===== config.mk =====
export PLATFORM = sky130hd
export DESIGN_NAME = c4fm_sync_packer
export DESIGN_NICKNAME = d
export VERILOG_FILES = /design/src/rtl/c4fm_sync_pkg.sv /design/src/rtl/c4fm_sym_history.sv /design/src/rtl/c4fm_sync_match.sv /design/src/rtl/c4fm_word_packer.sv /design/src/rtl/c4fm_sync_packer.sv
export SDC_FILE = /design/constraint.sdc
export NUM_CORES = 1
export LEC_CHECK = 0
export CORE_MARGIN = 3
export CORE_UTILIZATION = 63
export CTS_CLUSTER_DIAMETER = 200
export DETAILED_ROUTE_END_ITERATION = 7
export DONT_BUFFER_PORTS = 1
export GPL_ROUTABILITY_DRIVEN = 0
export PLACE_DENSITY_LB_ADDON = 0.08
export SYNTH_ARGS = -nofsm -noshare
export SYNTH_HDL_FRONTEND = slang
export SYNTH_SLANG_ARGS = --single-unit

===== constraint.sdc =====
create_clock -name clk -period 3 [get_ports clk]
set_clock_uncertainty 0.2 [all_clocks]
set_input_delay 0.45 -clock clk [delete_from_list [all_inputs] [get_ports clk]]
set_output_delay 0.45 -clock clk [all_outputs]
set_load 0.01 [all_outputs]

===== src/rtl/c4fm_sync_pkg.sv =====
package c4fm_sync_pkg;

    localparam int CODE_W    = 2;
    localparam int QUAL_W    = 6;
    localparam int SYM_W     = CODE_W + QUAL_W;
    localparam int WORD_W    = 2 * SYM_W;
    localparam int SYNC_SYMS = 24;
    localparam int PAT_W     = SYNC_SYMS * CODE_W;

    typedef struct packed {
        logic [CODE_W-1:0] code;
        logic [QUAL_W-1:0] qual;
    } sym_t;

    typedef enum logic [1:0] {
        PH_HUNT   = 2'd0,
        PH_FIRST  = 2'd1,
        PH_SECOND = 2'd2
    } pack_phase_e;

    function automatic logic [WORD_W-1:0] join_pair(input sym_t older, input sym_t newer);
        return {older, newer};
    endfunction

endpackage


===== src/rtl/c4fm_sym_history.sv =====
module c4fm_sym_history #(
    parameter int DEPTH = 24,
    parameter int CW    = 2
) (
    input  logic                    clk,
    input  logic                    rst,
    input  logic                    shift_en,
    input  logic [CW-1:0]           code_in,
    output logic [(DEPTH-1)*CW-1:0] window,
    output logic                    primed
);
    localparam int PRIOR  = DEPTH - 1;
    localparam int VEC_W  = PRIOR * CW;
    localparam int CNT_W  = $clog2(DEPTH + 1);

    logic [CNT_W-1:0] fill_cnt;

    always_ff @(posedge clk) begin
        if (rst) begin
            window   <= '0;
            fill_cnt <= '0;
        end else if (shift_en) begin
            window <= {window[VEC_W-CW-1:0], code_in};
            if (fill_cnt != CNT_W'(PRIOR))
                fill_cnt <= fill_cnt + 1'b1;
        end
    end

    assign primed = (fill_cnt == CNT_W'(PRIOR));

    // the window only moves on a strobe
    p_idle_hold_r8: assert property (@(posedge clk) disable iff (rst)
        !shift_en |=> $stable(window));

    // priming never regresses without reset
    p_primed_sticky_r3: assert property (@(posedge clk) disable iff (rst)
        primed |=> primed);

endmodule


===== src/rtl/c4fm_sync_match.sv =====
module c4fm_sync_match #(
    parameter int DEPTH = 24,
    parameter int CW    = 2
) (
    input  logic                    clk,
    input  logic                    rst,
    input  logic                    sym_valid,
    input  logic [CW-1:0]           code_in,
    input  logic [(DEPTH-1)*CW-1:0] window,
    input  logic                    primed,
    input  logic [DEPTH*CW-1:0]     pattern,
    output logic                    hit,
    output logic                    found
);
    logic [DEPTH*CW-1:0] candidate;
    logic [DEPTH-1:0]    sym_eq;

    assign candidate = {window, code_in};

    for (genvar g = 0; g < DEPTH; g++) begin : g_cmp
        assign sym_eq[g] = (candidate[g*CW +: CW] == pattern[g*CW +: CW]);
    end

    assign hit = sym_valid && primed && (&sym_eq);

    always_ff @(posedge clk) begin
        if (rst) found <= 1'b0;
        else     found <= hit;
    end

    // a sync pulse always follows a symbol strobe
    p_found_on_strobe_r2: assert property (@(posedge clk) disable iff (rst)
        found |-> $past(sym_valid));

    // no pulse from a window that was not yet filled
    p_found_primed_r3: assert property (@(posedge clk) disable iff (rst)
        found |-> $past(primed));

endmodule


===== src/rtl/c4fm_word_packer.sv =====
module c4fm_word_packer
    import c4fm_sync_pkg::*;
(
    input  logic              clk,
    input  logic              rst,
    input  logic              sym_valid,
    input  sym_t              sym_in,
    input  logic              sync_hit,
    output logic [WORD_W-1:0] word_data,
    output logic              word_valid
);
    pack_phase_e phase;
    sym_t        held;

    always_ff @(posedge clk) begin
        if (rst) begin
            phase      <= PH_HUNT;
            held       <= '0;
            word_data  <= '0;
            word_valid <= 1'b0;
        end else begin
            word_valid <= 1'b0;
            if (sync_hit) begin
                phase <= PH_FIRST;
            end else if (sym_valid) begin
                unique case (phase)
                    PH_FIRST: begin
                        held  <= sym_in;
                        phase <= PH_SECOND;
                    end
                    PH_SECOND: begin
                        word_data  <= join_pair(held, sym_in);
                        word_valid <= 1'b1;
                        phase      <= PH_FIRST;
                    end
                    default: phase <= PH_HUNT;
                endcase
            end
        end
    end

    // a word is only produced on a symbol strobe
    p_word_on_strobe_r6: assert property (@(posedge clk) disable iff (rst)
        word_valid |-> $past(sym_valid));

    // a word needs the second half of a pair while locked
    p_no_word_hunting_r5: assert property (@(posedge clk) disable iff (rst)
        word_valid |-> $past(phase) == PH_SECOND);

    // a sync match restarts pairing and emits nothing
    p_realign_r7: assert property (@(posedge clk) disable iff (rst)
        sync_hit |=> (phase == PH_FIRST) && !word_valid);

    // the word holds between strobes
    p_word_hold_r9: assert property (@(posedge clk) disable iff (rst)
        !word_valid |-> $stable(word_data));

endmodule


===== src/rtl/c4fm_sync_packer.sv =====
module c4fm_sync_packer
    import c4fm_sync_pkg::*;
#(
    parameter int SYNC_LEN = SYNC_SYMS
) (
    input  logic                       clk,
    input  logic                       rst,
    input  logic                       sym_valid,
    input  logic [CODE_W-1:0]          sym_code,
    input  logic [QUAL_W-1:0]          sym_qual,
    input  logic [SYNC_LEN*CODE_W-1:0] sync_pattern,
    output logic [WORD_W-1:0]          word_data,
    output logic                       word_valid,
    output logic                       sync_found
);
    localparam int HIST_W = (SYNC_LEN - 1) * CODE_W;

    logic [HIST_W-1:0] window;
    logic              primed;
    logic              hit;
    sym_t              sym_in;

    assign sym_in = '{code: sym_code, qual: sym_qual};

    c4fm_sym_history #(.DEPTH(SYNC_LEN), .CW(CODE_W)) u_hist (
        .clk      (clk),
        .rst      (rst),
        .shift_en (sym_valid),
        .code_in  (sym_code),
        .window   (window),
        .primed   (primed)
    );

    c4fm_sync_match #(.DEPTH(SYNC_LEN), .CW(CODE_W)) u_match (
        .clk       (clk),
        .rst       (rst),
        .sym_valid (sym_valid),
        .code_in   (sym_code),
        .window    (window),
        .primed    (primed),
        .pattern   (sync_pattern),
        .hit       (hit),
        .found     (sync_found)
    );

    c4fm_word_packer u_pack (
        .clk        (clk),
        .rst        (rst),
        .sym_valid  (sym_valid),
        .sym_in     (sym_in),
        .sync_hit   (hit),
        .word_data  (word_data),
        .word_valid (word_valid)
    );

    // both strobes stay low right after reset
    p_quiet_after_reset_r1: assert property (@(posedge clk)
        $past(rst) |-> !word_valid && !sync_found);

endmodule


Yosys cells after proc, flatten, opt, wreduce, memory -nomap -nowiden:

Index checks and enable logic that the tools add are counted.
Widths: inputs -> output; s select.

* bits in registers: 79
* bits in latches: 0
* RAM bits: 0
* memory bits (read-only): 0
* input bits: 59
* memories: 0

* $add $sub $neg: 1
* $mul: 0
* divide/modulo/power cells: 0
* magnitude comparators: 0
* equal/unequal tests: 28
* shift-type cells: 0
* mux-type cells: 4
* bitwise logic cells: 2
* reduce and logical (&&, ||, !) cells: 9

Operator list (number)
* $eq 2x2->1: 24
* $reduce_and 24->1: 1
* $reduce_and 3->1: 2
* $add 5x1->5 const B: 1
* $eq 5x5->1 const B: 1
* $ne 5x5->1 const B: 1
* $pmux 2 s2: 1
* $mux 1: 3
* $reduce_or 3->1: 1
* $eq 2x1->1 const B: 1
* $eq 2x2->1 const B: 1
* $logic_and 1x1->1: 2
* $not 1->1: 2
* $reduce_and 2->1: 1
* $reduce_bool 2->1: 1
* $reduce_or 2->1: 1

Logic depth before layout (Yosys ltp):

Gate-level depths: netlist of run 1.

* depth after elaboration: 5
* depth in mapped cells: 9
* mapped depth without buffers: 7

By module:

A second synthesis of run 1 with hierarchy kept.

* cells, all modules: 351
* area, all modules: 3547.2 um^2

Modules (own cells, without submodules)
* c4fm_sym_history: times used 1, cells an instance 176, area each 1843.0 um^2
* c4fm_word_packer: times used 1, cells an instance 101, area each 1121.1 um^2
* c4fm_sync_match: times used 1, cells an instance 74, area each 583.1 um^2

Least setup slack after synthesis of run 1:

No wires, ideal clock.

* kind: input port to flip-flop
* from: input sym_valid
* to: register u_pack.word_data[0]
* setup time: 0.072 ns
* arrival time: 1.975 ns
* data required time: 2.728 ns
* setup slack: 0.754 ns
* stages: 9
* buffers on the path: 3
* path through: buf_4 inv_2 or3_1 nor4_2 and4_1 a211o_1 buf_6 buf_12 mux2i_1

* word-level cells in the longest chain between the ends: 4

RTL lines
* from (decl): RTL line c4fm_sync_packer.sv:8 `input logic sym_valid,`
* $logic_and 1x1->1 (2 in series): RTL line c4fm_sync_match.sv:24 `assign hit = sym_valid && primed && (&sym_eq);`
* $not 1->1 (no source line)
* $reduce_and 3->1 (no source line) *
* to (signal assigned): RTL line c4fm_word_packer.sv:32 `word_data <= join_pair(held, sym_in);`
* to (decl): RTL line c4fm_word_packer.sv:9 `output logic [WORD_W-1:0] word_data,`

Mark *: on every way between the ends. The rest lies on a longest branch, timed or not.
A chain may end at the register's enable or synchronous reset.

Worst setup path in the final report of run 1:

* from: register u_hist.fill_cnt[0]
* to: register u_pack.word_data[12]

* word-level cells in the longest chain between the ends: 5

RTL lines
* from (decl): RTL line c4fm_sym_history.sv:16 `logic [CNT_W-1:0] fill_cnt;`
* from (signal assigned): RTL line c4fm_sym_history.sv:25 `fill_cnt <= fill_cnt + 1'b1;`
* $eq 5x5->1: RTL line c4fm_sym_history.sv:29 `assign primed = (fill_cnt == CNT_W'(PRIOR));`
* $logic_and 1x1->1 (2 in series): RTL line c4fm_sync_match.sv:24
* $not 1->1 (no source line)
* $reduce_and 3->1 (no source line)

Every way passes these cells.

==> results.toml, run 1 <==
[run_status]
status = "complete, no violations"

[timing]
fmax_mhz = 408
layout_setup_ws_ns = 0.548
rsz0062_at_grt = "false"
finalHoldViolations = 0
finalCritPeriodShare_pct = 81.7
worstMarginPinSlew_ns = 0.646
setup_violations = 0
tns_ns = 0
fin_crit_ns = 2.45
slew_headroom_pct = 56.7
slew_viol_final = 0

[grt]
grt_pass1_vias = 2290
gr-usage-all-layers_pct = 22.4
grt_max_degree = 56
overflow = 0
grt_pass1_wl_um = 11000
grt_antenna_before_repair = 0

[yosys]
synth_fa_ha_area_share_pct = 0.356
syn_inst = 350
synth_edf_count = 0
yosysTopAreaCell = "dfxtp_1"
yosysMostFrequentCell = "dfxtp_1"
synth-seq-area-share_pct = 45.0
ys_warn_count = 0
ys_seq_elements = 79
synth.distinct_cells = 33
ys_top_cells_by_area = "dfxtp_1, mux2i_1, xnor2_1, nand2b_1, nor2_1"
ys.flop_type = "dfxtp_1"
synth_top_area_share_pct = 45.0
postSynth.asyncResetShare_pct = 0
syn_area_um2 = 3520
syn_nets = 410
synth.area.mux_share_pct = 20.2
synth_top_family_by_area = "multiplexers"
yosys.area_share.xor_xnor_pct = 11.2
synth_commonest_cells = "dfxtp_1, mux2i_1, nor2_1"
synth_area_per_cell_um2 = 10.1
synth-compound-area-share_pct = 3.52
synth-simple-area-share_pct = 16.5

[floorplanning]
ios = 77
dieArea_um2 = 6520
floorplan.rows = 26
fp.coreArea_um2 = 5240
die_w_um = 80.7
die_h_um = 80.7
start_util_pct = 67.2

[power_and_ir_drop]
cellPowerDensity_nw_per_um2 = 579
pwr-share-clk_pct = 46.9
power_frac_seq_pct = 48.4
pwr-share-comb_pct = 4.6
netSwitchingFraction_pct = 20.3
ir_drop_mv = 0.405
p_int_mw = 1.76
power_mw = 2.20
switchingPower_mw = 0.448
leakage_nw = 1.54

[final_layout]
stdcell_count = 421
syn2layout_area_growth_pct = 8.29
drive_gt1_share_pct = 6.27
diodes = 0
nets = 406

[critical_path]
slowest_delay_ns = 0.38
r2r_cells = 8
r2r-start = "u_hist.fill_cnt[0]"
crit_required_ns = 3.07
slowest_stage = "dfxtp_1"
path_max_fanout = 13
rrSetupSlack_ns = 0.55
worstSetupPathType = "reg -> reg"
worstReg2RegEnd = "u_pack.word_data[12]"
arrival_ns = 2.52
crit_path_cell_trace = "ha_1, nand2_1, or3_1, nor4_2, and4_1, a211o_1, buf_4, mux2i_1"
crit_path_end_kind = "register"
start_kind = "register"

[placed_design]
dp_worst_setup_slack_ns = 0.503
place_inst = 404
io_buffers = 0
dp_hpwl_um = 4880

[detailed_routing]
vias_per_cell = 5.52
wl_um = 6850
drtIter0Drc = 85
dr.pass1.iters = 4
route.vias.total = 2323
drcViolationCount = 0
wl_per_cell_um = 16.3
ant_nets = 0

[clock_network]
path_clk_slew_ns = 0.08
clk_latency_ns = 0.34
cts-resized-gates = 0
cts-root-buf = "clkbuf_8"
htree_levels = 3
clockBufferDepth = 2
cts_buffers = 9
clock_sinks = 79
postCtsSetupBuffers = 0
cts_tree = "done"

[hold_path]
hold_path_class = "in -> reg"
whs_endpoint = "u_pack.phase[0]"
hold_start = "sym_valid"
whs_path_depth = 1

[run]
maxCapViolations = 0
## sequential cells by signal, indices dropped and copies added (netlist names)
| register | count |
|---|---|
| u_hist.fill_cnt | 5 |
| u_pack.phase | 2 |
| u_pack.word_valid | 1 |
| u_match.found | 1 |
| u_pack.held | 8 |
| u_hist.window | 46 |
| u_pack.word_data | 16 |
## layer usage
layer  vias up  wire (um)  global-route usage [%]
met4         0        109                    8.11
met5         -          0                       0
met1      1077       2960                    28.5
met3        11        450                    6.76
li1       1176          -                       -
met2        59       3330                    36.0
## cell usage in the layout (no fill, tap or decap), types with 2 or more instances in the layout
cell,instances
a21oi_1,3
and4_1,3
bufinv_16,4
clkbuf_8,9
clkinvlp_4,2
dfxtp_1,79
inv_1,5
mux2i_1,71
nand2_1,6
nand2b_1,34
nand4_1,9
nor2_1,53
nor3_1,2
nor4_1,4
o21ai_0,3
o221ai_1,2
or3_1,2
xnor2_1,34
xor2_1,11
## critical path, delay by kind of cell (launching register included)
| family | cells | cell delay (ns) |
|---|---|---|
| compound gates | 1 | 0.15 |
| fa+ha+maj | 1 | 0.22 |
| buf+inv | 1 | 0.24 |
| flops | 1 | 0.38 |
| mux | 1 | 0.22 |
| simple gates | 4 | 0.97 |
## power by group through the flow
stage	clock, mW	sequential, mW	combinational (mW)
2_1_floorplan	0	1.09	0.107
5_1_grt	1.10	1.07	0.112
3_3_place_gp	0	1.09	0.0886
3_5_place_dp	0	1.09	0.0892
4_1_cts	1.05	1.07	0.103
6_report	1.03	1.07	0.102
## through the flow
step / area (um2) / util, % / hold slack, ns
floorplan: 3520 / - / 0.258
global placement: 3520 / 67.2 / 0.266
detailed placement: 3520 / 67.2 / 0.278
CTS: 3810 / 72.7 / 0.00314
global route: 3810 / 72.7 / 0.0275
finish: 3810 / 72.7 / 0.0244
## area by class of cell
cell class | count | area, um2
sequential | 79 | 1580
fill | 399 | 1430
tap | 70 | 87.6
clock inverter | 7 | 144
clock buffer | 9 | 124
timing repair buffer | 2 | 27.5
inverter | 6 | 22.5
multi-input combinational | 248 | 1820
## timing repair
action,4_1_cts,5_1_grt
hold buffers,1,0
endpoints found under the setup margin,0,0
endpoints found under the hold margin,55,0
## cell families after synthesis
family	after synthesis
AND/OR/NAND/NOR	115
flip-flops	79
multiplexers	71
XOR/XNOR	45
buffers and inverters	23
AO/OA/AOI/OAI	16
adder cells (fa/ha/maj)	1
## worst max-delay path by stage
stage	end	from	slack [ns]	cells past startpoint
after floorplan	u_pack.word_data[0]	sym_valid	0.75	9
after CTS	u_pack.word_data[12]	u_hist.fill_cnt[0]	0.55	8
after global routing	u_pack.word_data[5]	u_hist.fill_cnt[0]	0.39	8
final	u_pack.word_data[12]	u_hist.fill_cnt[0]	0.55	8
after detailed placement	u_pack.word_data[12]	sync_pattern[38]	0.50	7
after global placement	u_pack.word_data[12]	sync_pattern[2]	0.60	7
Power figures use the tool's default switching activity.
==> run 2: changes to the inputs <==
CORE_UTILIZATION = 56   (was 63)
clock period = 2 ns   (was 3 ns; I/O delays follow)
==> run 2 against run 1 <==
The run now ends with setup timing left. First-iteration DRC count grew 4.7%. Cell area grew 19%. Die area grew 12%. Non-clock buffer count grew 72. Fmax grew 15%. Sequential cell count is the same. Power grew 31%. Register-to-register slack lost 0.68 ns. Critical path type unchanged. Critical endpoint is now u_pack.word_data[15]. Highest routed layer unchanged.
==> results.toml, run 2 (same netlist as run 1, synthesis figures left out) <==
[timing]
finalCritPeriodShare_pct = 107
slew_viol_final = 0
rsz0062_at_grt = "true"
layout_setup_ws_ns = -0.132
finalHoldViolations = 0
fin_crit_ns = 2.13
setup_violations = 25
worstMarginPinSlew_ns = 0.478
slew_headroom_pct = 67.8
whs_ns = 0.0731
fmax_mhz = 469

[detailed_routing]
drtIter0Drc = 89
ant_nets = 0
drcViolationCount = 0
route.vias.total = 2666
wl_um = 8460
vias_per_cell = 5.35
dr.pass1.iters = 5
wl_per_cell_um = 17.0

[clock_network]
cts-root-buf = "clkbuf_8"
clk_latency_ns = 0.36
clock_sinks = 79
htree_levels = 3
path_clk_slew_ns = 0.08
clockBufferDepth = 2
cts_buffers = 9
cts_tree = "done"

[hold_path]
hold_start = "sym_valid"
hold_path_class = "in -> reg"
whs_path_depth = 4
whs_endpoint = "u_pack.phase[1]"

[placed_design]
postPlaceCellArea_um2 = 3890
dp_hpwl_um = 5530
io_buffers = 0

[grt]
gr-usage-all-layers_pct = 24.5
grt_antenna_before_repair = 0
grt_max_degree = 86
grt_pass1_wl_um = 13900
grt_pass1_vias = 2904
overflow = 0

[final_layout]
largest_register_ffs = 46
top_regs = "u_hist.window: 46 flops, u_pack.word_data: 16 flops, u_pack.held: 8 flops"
final_cell_mix = "dfxtp_1, mux2i_1, nor2_1"
nets = 478
finalInstanceArea_um2 = 4530
diodes = 0
final_core_util_pct = 75.5
top_register = "u_hist.window"
final_common_cell = "dfxtp_1"
drive_gt1_share_pct = 22.5
syn2layout_area_growth_pct = 28.6

[critical_path]
slowest_delay_ns = 0.36
rrSetupSlack_ns = -0.13
slowest_stage = "dfxtp_2"
r2r_cells = 8
crit_required_ns = 2.09
r2r-start = "u_hist.fill_cnt[1]"
crit_path_cell_trace = "ha_4, nand2_2, or3_4, nor4_4, and4_4, a211o_4, clkbuf_16, mux2i_1"
start_kind = "register"
worstReg2RegEnd = "u_pack.word_data[15]"
worstSetupPathType = "reg -> reg"
arrival_ns = 2.22
path_max_fanout = 6
crit_path_end_kind = "register"

[power_and_ir_drop]
cellPowerDensity_nw_per_um2 = 637
leakage_nw = 1.89
ir_drop_mv = 0.488

[floorplanning]
ios = 77
floorplan.rows = 28
dieArea_um2 = 7270
fp.coreArea_um2 = 5990
start_util_pct = 58.7
die_h_um = 85.3
die_w_um = 85.3

[run]
maxCapViolations = 0

[run_status]
failed_checks = "setup timing"
status = "complete, but fails checks"
## run 2: cell type report
type,instances,area [um2]
multi-input cells,248,1980
inverters,6,22.5
well taps,75,93.8
flip-flops and latches,79,1590
repair buffers,74,676
fillers,431,1470
clock buffers,10,128
clock inverters,6,37.5
## run 2: worst max-delay path: cells and delay by family (launching register included)
family	cells	cell delay (ns)
AND/OR/NAND/NOR	4	0.87
flip-flops	1	0.36
multiplexers	1	0.18
AO/OA/AOI/OAI	1	0.17
buffers and inverters	1	0.15
adder cells (fa/ha/maj)	1	0.14
## run 2: per-layer routing
metal	vias to the layer above	share of wire (%)	track usage (%)
li1	1322	-	-
met1	1263	42	28.3
met2	64	50	40.9
met3	17	6.1	8.93
met4	0	2.4	9.93
met5	-	0	0
## run 2: per-stage QoR
step                      cells  setup WS, ns  power [mW]  TNS [ns]
after global placement      454        -0.194        1.79     -4.46
after global routing        498        -0.295        3.00     -6.52
final                       498        -0.132        2.88     -1.89
after floorplan             350       -0.0957        1.80    -0.957
after detailed placement    454        -0.243        1.80     -5.32
after CTS                   496        -0.151        2.89     -2.30
## run 2: repair_timing
item / CTS / global route
endpoints found under the hold margin: 79 / 0
resized for setup: 11 / 17
hold buffers: 25 / 0
endpoints found under the setup margin: 28 / 28
cloned: 0 / 1
setup buffers: 1 / 1
pin swaps: 4 / 5
## run 2: how the worst max path moves through the flow
stage | startpoint | to | slack, ns
after floorplan | u_hist.fill_cnt[1] | u_pack.word_data[0] | -0.1
after global placement | u_hist.window[36] | u_pack.word_data[12] | -0.19
after detailed placement | u_hist.window[3] | u_pack.word_data[13] | -0.24
after CTS | u_hist.fill_cnt[1] | u_pack.word_data[13] | -0.15
after global routing | u_hist.window[0] | u_pack.word_data[13] | -0.29
final | u_hist.fill_cnt[1] | u_pack.word_data[15] | -0.13
## run 2: power breakdown
group / switching [mW] / internal [mW]
clock network: 0.588 / 0.443
logic: 0.112 / 0.136
registers: 0.0132 / 1.59
==> run 3: changes to the inputs <==
ABC_AREA = 1   (was default)
CORE_UTILIZATION = 57   (was 56)
MAX_ROUTING_LAYER = met4   (was default)
==> run 3 against run 2 <==
Fmax increased by 9.1%. Cell area is 8.6% higher. Critical path depth is 6 higher. Non-clock buffer count shrank 47. Clock power rose by 42%. Critical endpoint is now u_pack.word_data[5]. Register-to-register slack improved by 0.18 ns. Final cell count is 60% higher. Highest routed layer unchanged. Sequential share of layout area shrank 2.8 points. Utilization decreased by 5.5 points. The flow now finishes without violations. Sequential power grew 7%.
==> results.toml, run 3 <==
[floorplanning]
die_h_um = 92.6
dieArea_um2 = 8570
floorplan.rows = 30
fp.coreArea_um2 = 7020
start_util_pct = 60.9
die_w_um = 92.6
ios = 77

[critical_path]
start_kind = "register"
crit_buf_inv = 2
crit_path_end_kind = "register"
startpoint = "u_hist.fill_cnt[1]"
worstSetupPathType = "reg -> reg"
arrival_ns = 2.06
r2r-start = "u_hist.fill_cnt[1]"
crit_path_cell_trace = "ha_4, nand2_4, inv_2, nand2_2, nor2_2, nand2_1, nor2_2, nand2_1, nor2_2, nand2_4, clkbuf_16, nand4_1, nand2_1, nor2_1"
slowest_delay_ns = 0.37
crit_family = "simple AND/OR/NAND/NOR gates"
path_max_fanout = 10
crit_required_ns = 2.10
slowest_stage = "dfxtp_4"

[yosys]
yosys.area_share.xor_xnor_pct = 2.05
ys.flop_type = "dfxtp_1"
syn_inst = 682
synth_top_area_share_pct = 37.0
syn_area_um2 = 4270
synth-seq-area-share_pct = 37.0
syn_nets = 742
ys_top_cells_by_area = "dfxtp_1, nand2_1, inv_1, nor2_1, a21oi_1"
synth_top_family_by_area = "simple AND/OR/NAND/NOR gates"
synth_area_per_cell_um2 = 6.27
postSynth.asyncResetShare_pct = 0
yosysMostFrequentCell = "nand2_1"
yosysTopAreaCell = "dfxtp_1"
synth_edf_count = 0
ys_seq_elements = 79
ys_warn_count = 0
synth-simple-area-share_pct = 32.4
synth.distinct_cells = 31
synth.area.mux_share_pct = 0
synth_commonest_cells = "nand2_1, inv_1, dfxtp_1"
synth-compound-area-share_pct = 13.1
synth_fa_ha_area_share_pct = 0.293

[grt]
gr-usage-all-layers_pct = 26.6
grt_pass1_wl_um = 17600
grt_max_degree = 80
grt_antenna_before_repair = 0
overflow = 0
grt_pass1_vias = 3742

[timing]
setup_violations = 0
slew_headroom_pct = 76.7
slew_viol_final = 0
rsz0062_at_grt = "true"
tns_ns = 0
fmax_mhz = 512
finalCritPeriodShare_pct = 97.7
fin_crit_ns = 1.95
finalHoldViolations = 0
worstMarginPinSlew_ns = 0.346

[power_and_ir_drop]
pwr-share-comb_pct = 13.8
switchingPower_mw = 0.993
power_frac_seq_pct = 46.6
pwr-share-clk_pct = 39.6
leakage_nw = 2.36
netSwitchingFraction_pct = 27.0
cellPowerDensity_nw_per_um2 = 748
ir_drop_mv = 0.512
power_mw = 3.68
p_int_mw = 2.68

[final_layout]
diodes = 0
top_register = "u_hist.window"
top_regs = "u_hist.window: 46 flops, u_pack.word_data: 16 flops, u_pack.held: 8 flops"
stdcell_count = 796
final_core_util_pct = 70.0
final_cell_mix = "nand2_1, inv_1, dfxtp_1"
syn2layout_area_growth_pct = 15.0
nets = 755
final_common_cell = "nand2_1"
largest_register_ffs = 46
drive_gt1_share_pct = 11.6

[detailed_routing]
dr.pass1.iters = 8
drtIter0Drc = 411
ant_nets = 0
wl_um = 11500
drcViolationCount = 0
route.vias.total = 4237
vias_per_cell = 5.32
wl_per_cell_um = 14.4

[placed_design]
place_inst = 763
io_buffers = 0
dp_hpwl_um = 7790

[clock_network]
cts_buffers = 9
clock_sinks = 79
cts-root-buf = "clkbuf_8"
clk_latency_ns = 0.36
postCtsSetupBuffers = 0
cts_tree = "done"
path_clk_slew_ns = 0.09
clockBufferDepth = 2
htree_levels = 3

[run_status]
status = "complete, no violations"

[hold_path]
hold_start = "sym_code[1]"
hold_path_class = "in -> reg"

[run]
maxCapViolations = 0
[run 3: kinds of logic after synthesis]
family / Yosys count
and+or+nand+nor: 318
buffers and inverters: 164
AOI/OAI and AO/OA: 110
DFF: 79
xor gates and xnor gates: 10
adders and majority gates: 1
[run 3: final timing paths]
kind | slack (ns) | to | cells after the start
worst max-delay path | 0.05 | u_pack.word_data[5] | 14
worst min-delay path | 0.01 | u_pack.word_data[7] | 4
worst max register to register | 0.05 | u_pack.word_data[5] | 14
worst min register to register | 0.29 | u_hist.window[8] | 2
[run 3: cell type report]
type / count / area (um2)
Clock buffer: 9 / 124
Clock inverter: 7 / 120
Fill cell: 633 / 2100
Inverter: 138 / 518
Multi-Input combinational cell: 440 / 2120
Sequential cell: 79 / 1590
Tap cell: 96 / 120
Timing Repair Buffer: 27 / 323
[run 3: what timing repair did]
item,CTS,global route
endpoints found under the setup margin,0,28
hold endpoints to repair,60,1
hold buffers,13,1
gates resized for setup,0,26
[run 3: power groups by stage]
| stage | sequential [mW] | combinational [mW] | clock, mW |
|---|---|---|---|
| floorplan | 1.73 | 0.357 | 0 |
| global placement | 1.74 | 0.425 | 0 |
| detailed placement | 1.75 | 0.433 | 0 |
| CTS | 1.71 | 0.482 | 1.47 |
| global route | 1.72 | 0.576 | 1.54 |
| finish | 1.71 | 0.507 | 1.46 |
[run 3: per-layer routing]
metal / global-route usage (%) / share of wire [%] / up-vias
met5: - / 0 / -
met4: 5.32 / 0.93 / 0
met3: 6.66 / 8.5 / 10
met2: 40.7 / 46 / 172
met1: 35.8 / 45 / 1915
li1: - / - / 2140
[run 3: per-stage QoR]
step	worst slack [ns]	hold WS (ns)	cell area, um2
final	0.0458	0.0112	4910
after detailed placement	0.0681	0.176	4360
after global routing	-0.131	0.0153	4910
after CTS	0.0512	0.00424	4750
after floorplan	0.184	0.172	4270
after global placement	0.100	0.177	4360
[run 3: worst min-delay path, stage by stage]
cell     delay (ns)
inv_2          0.04
nand4_1        0.08
nand2_1        0.05
nor2_1         0.07
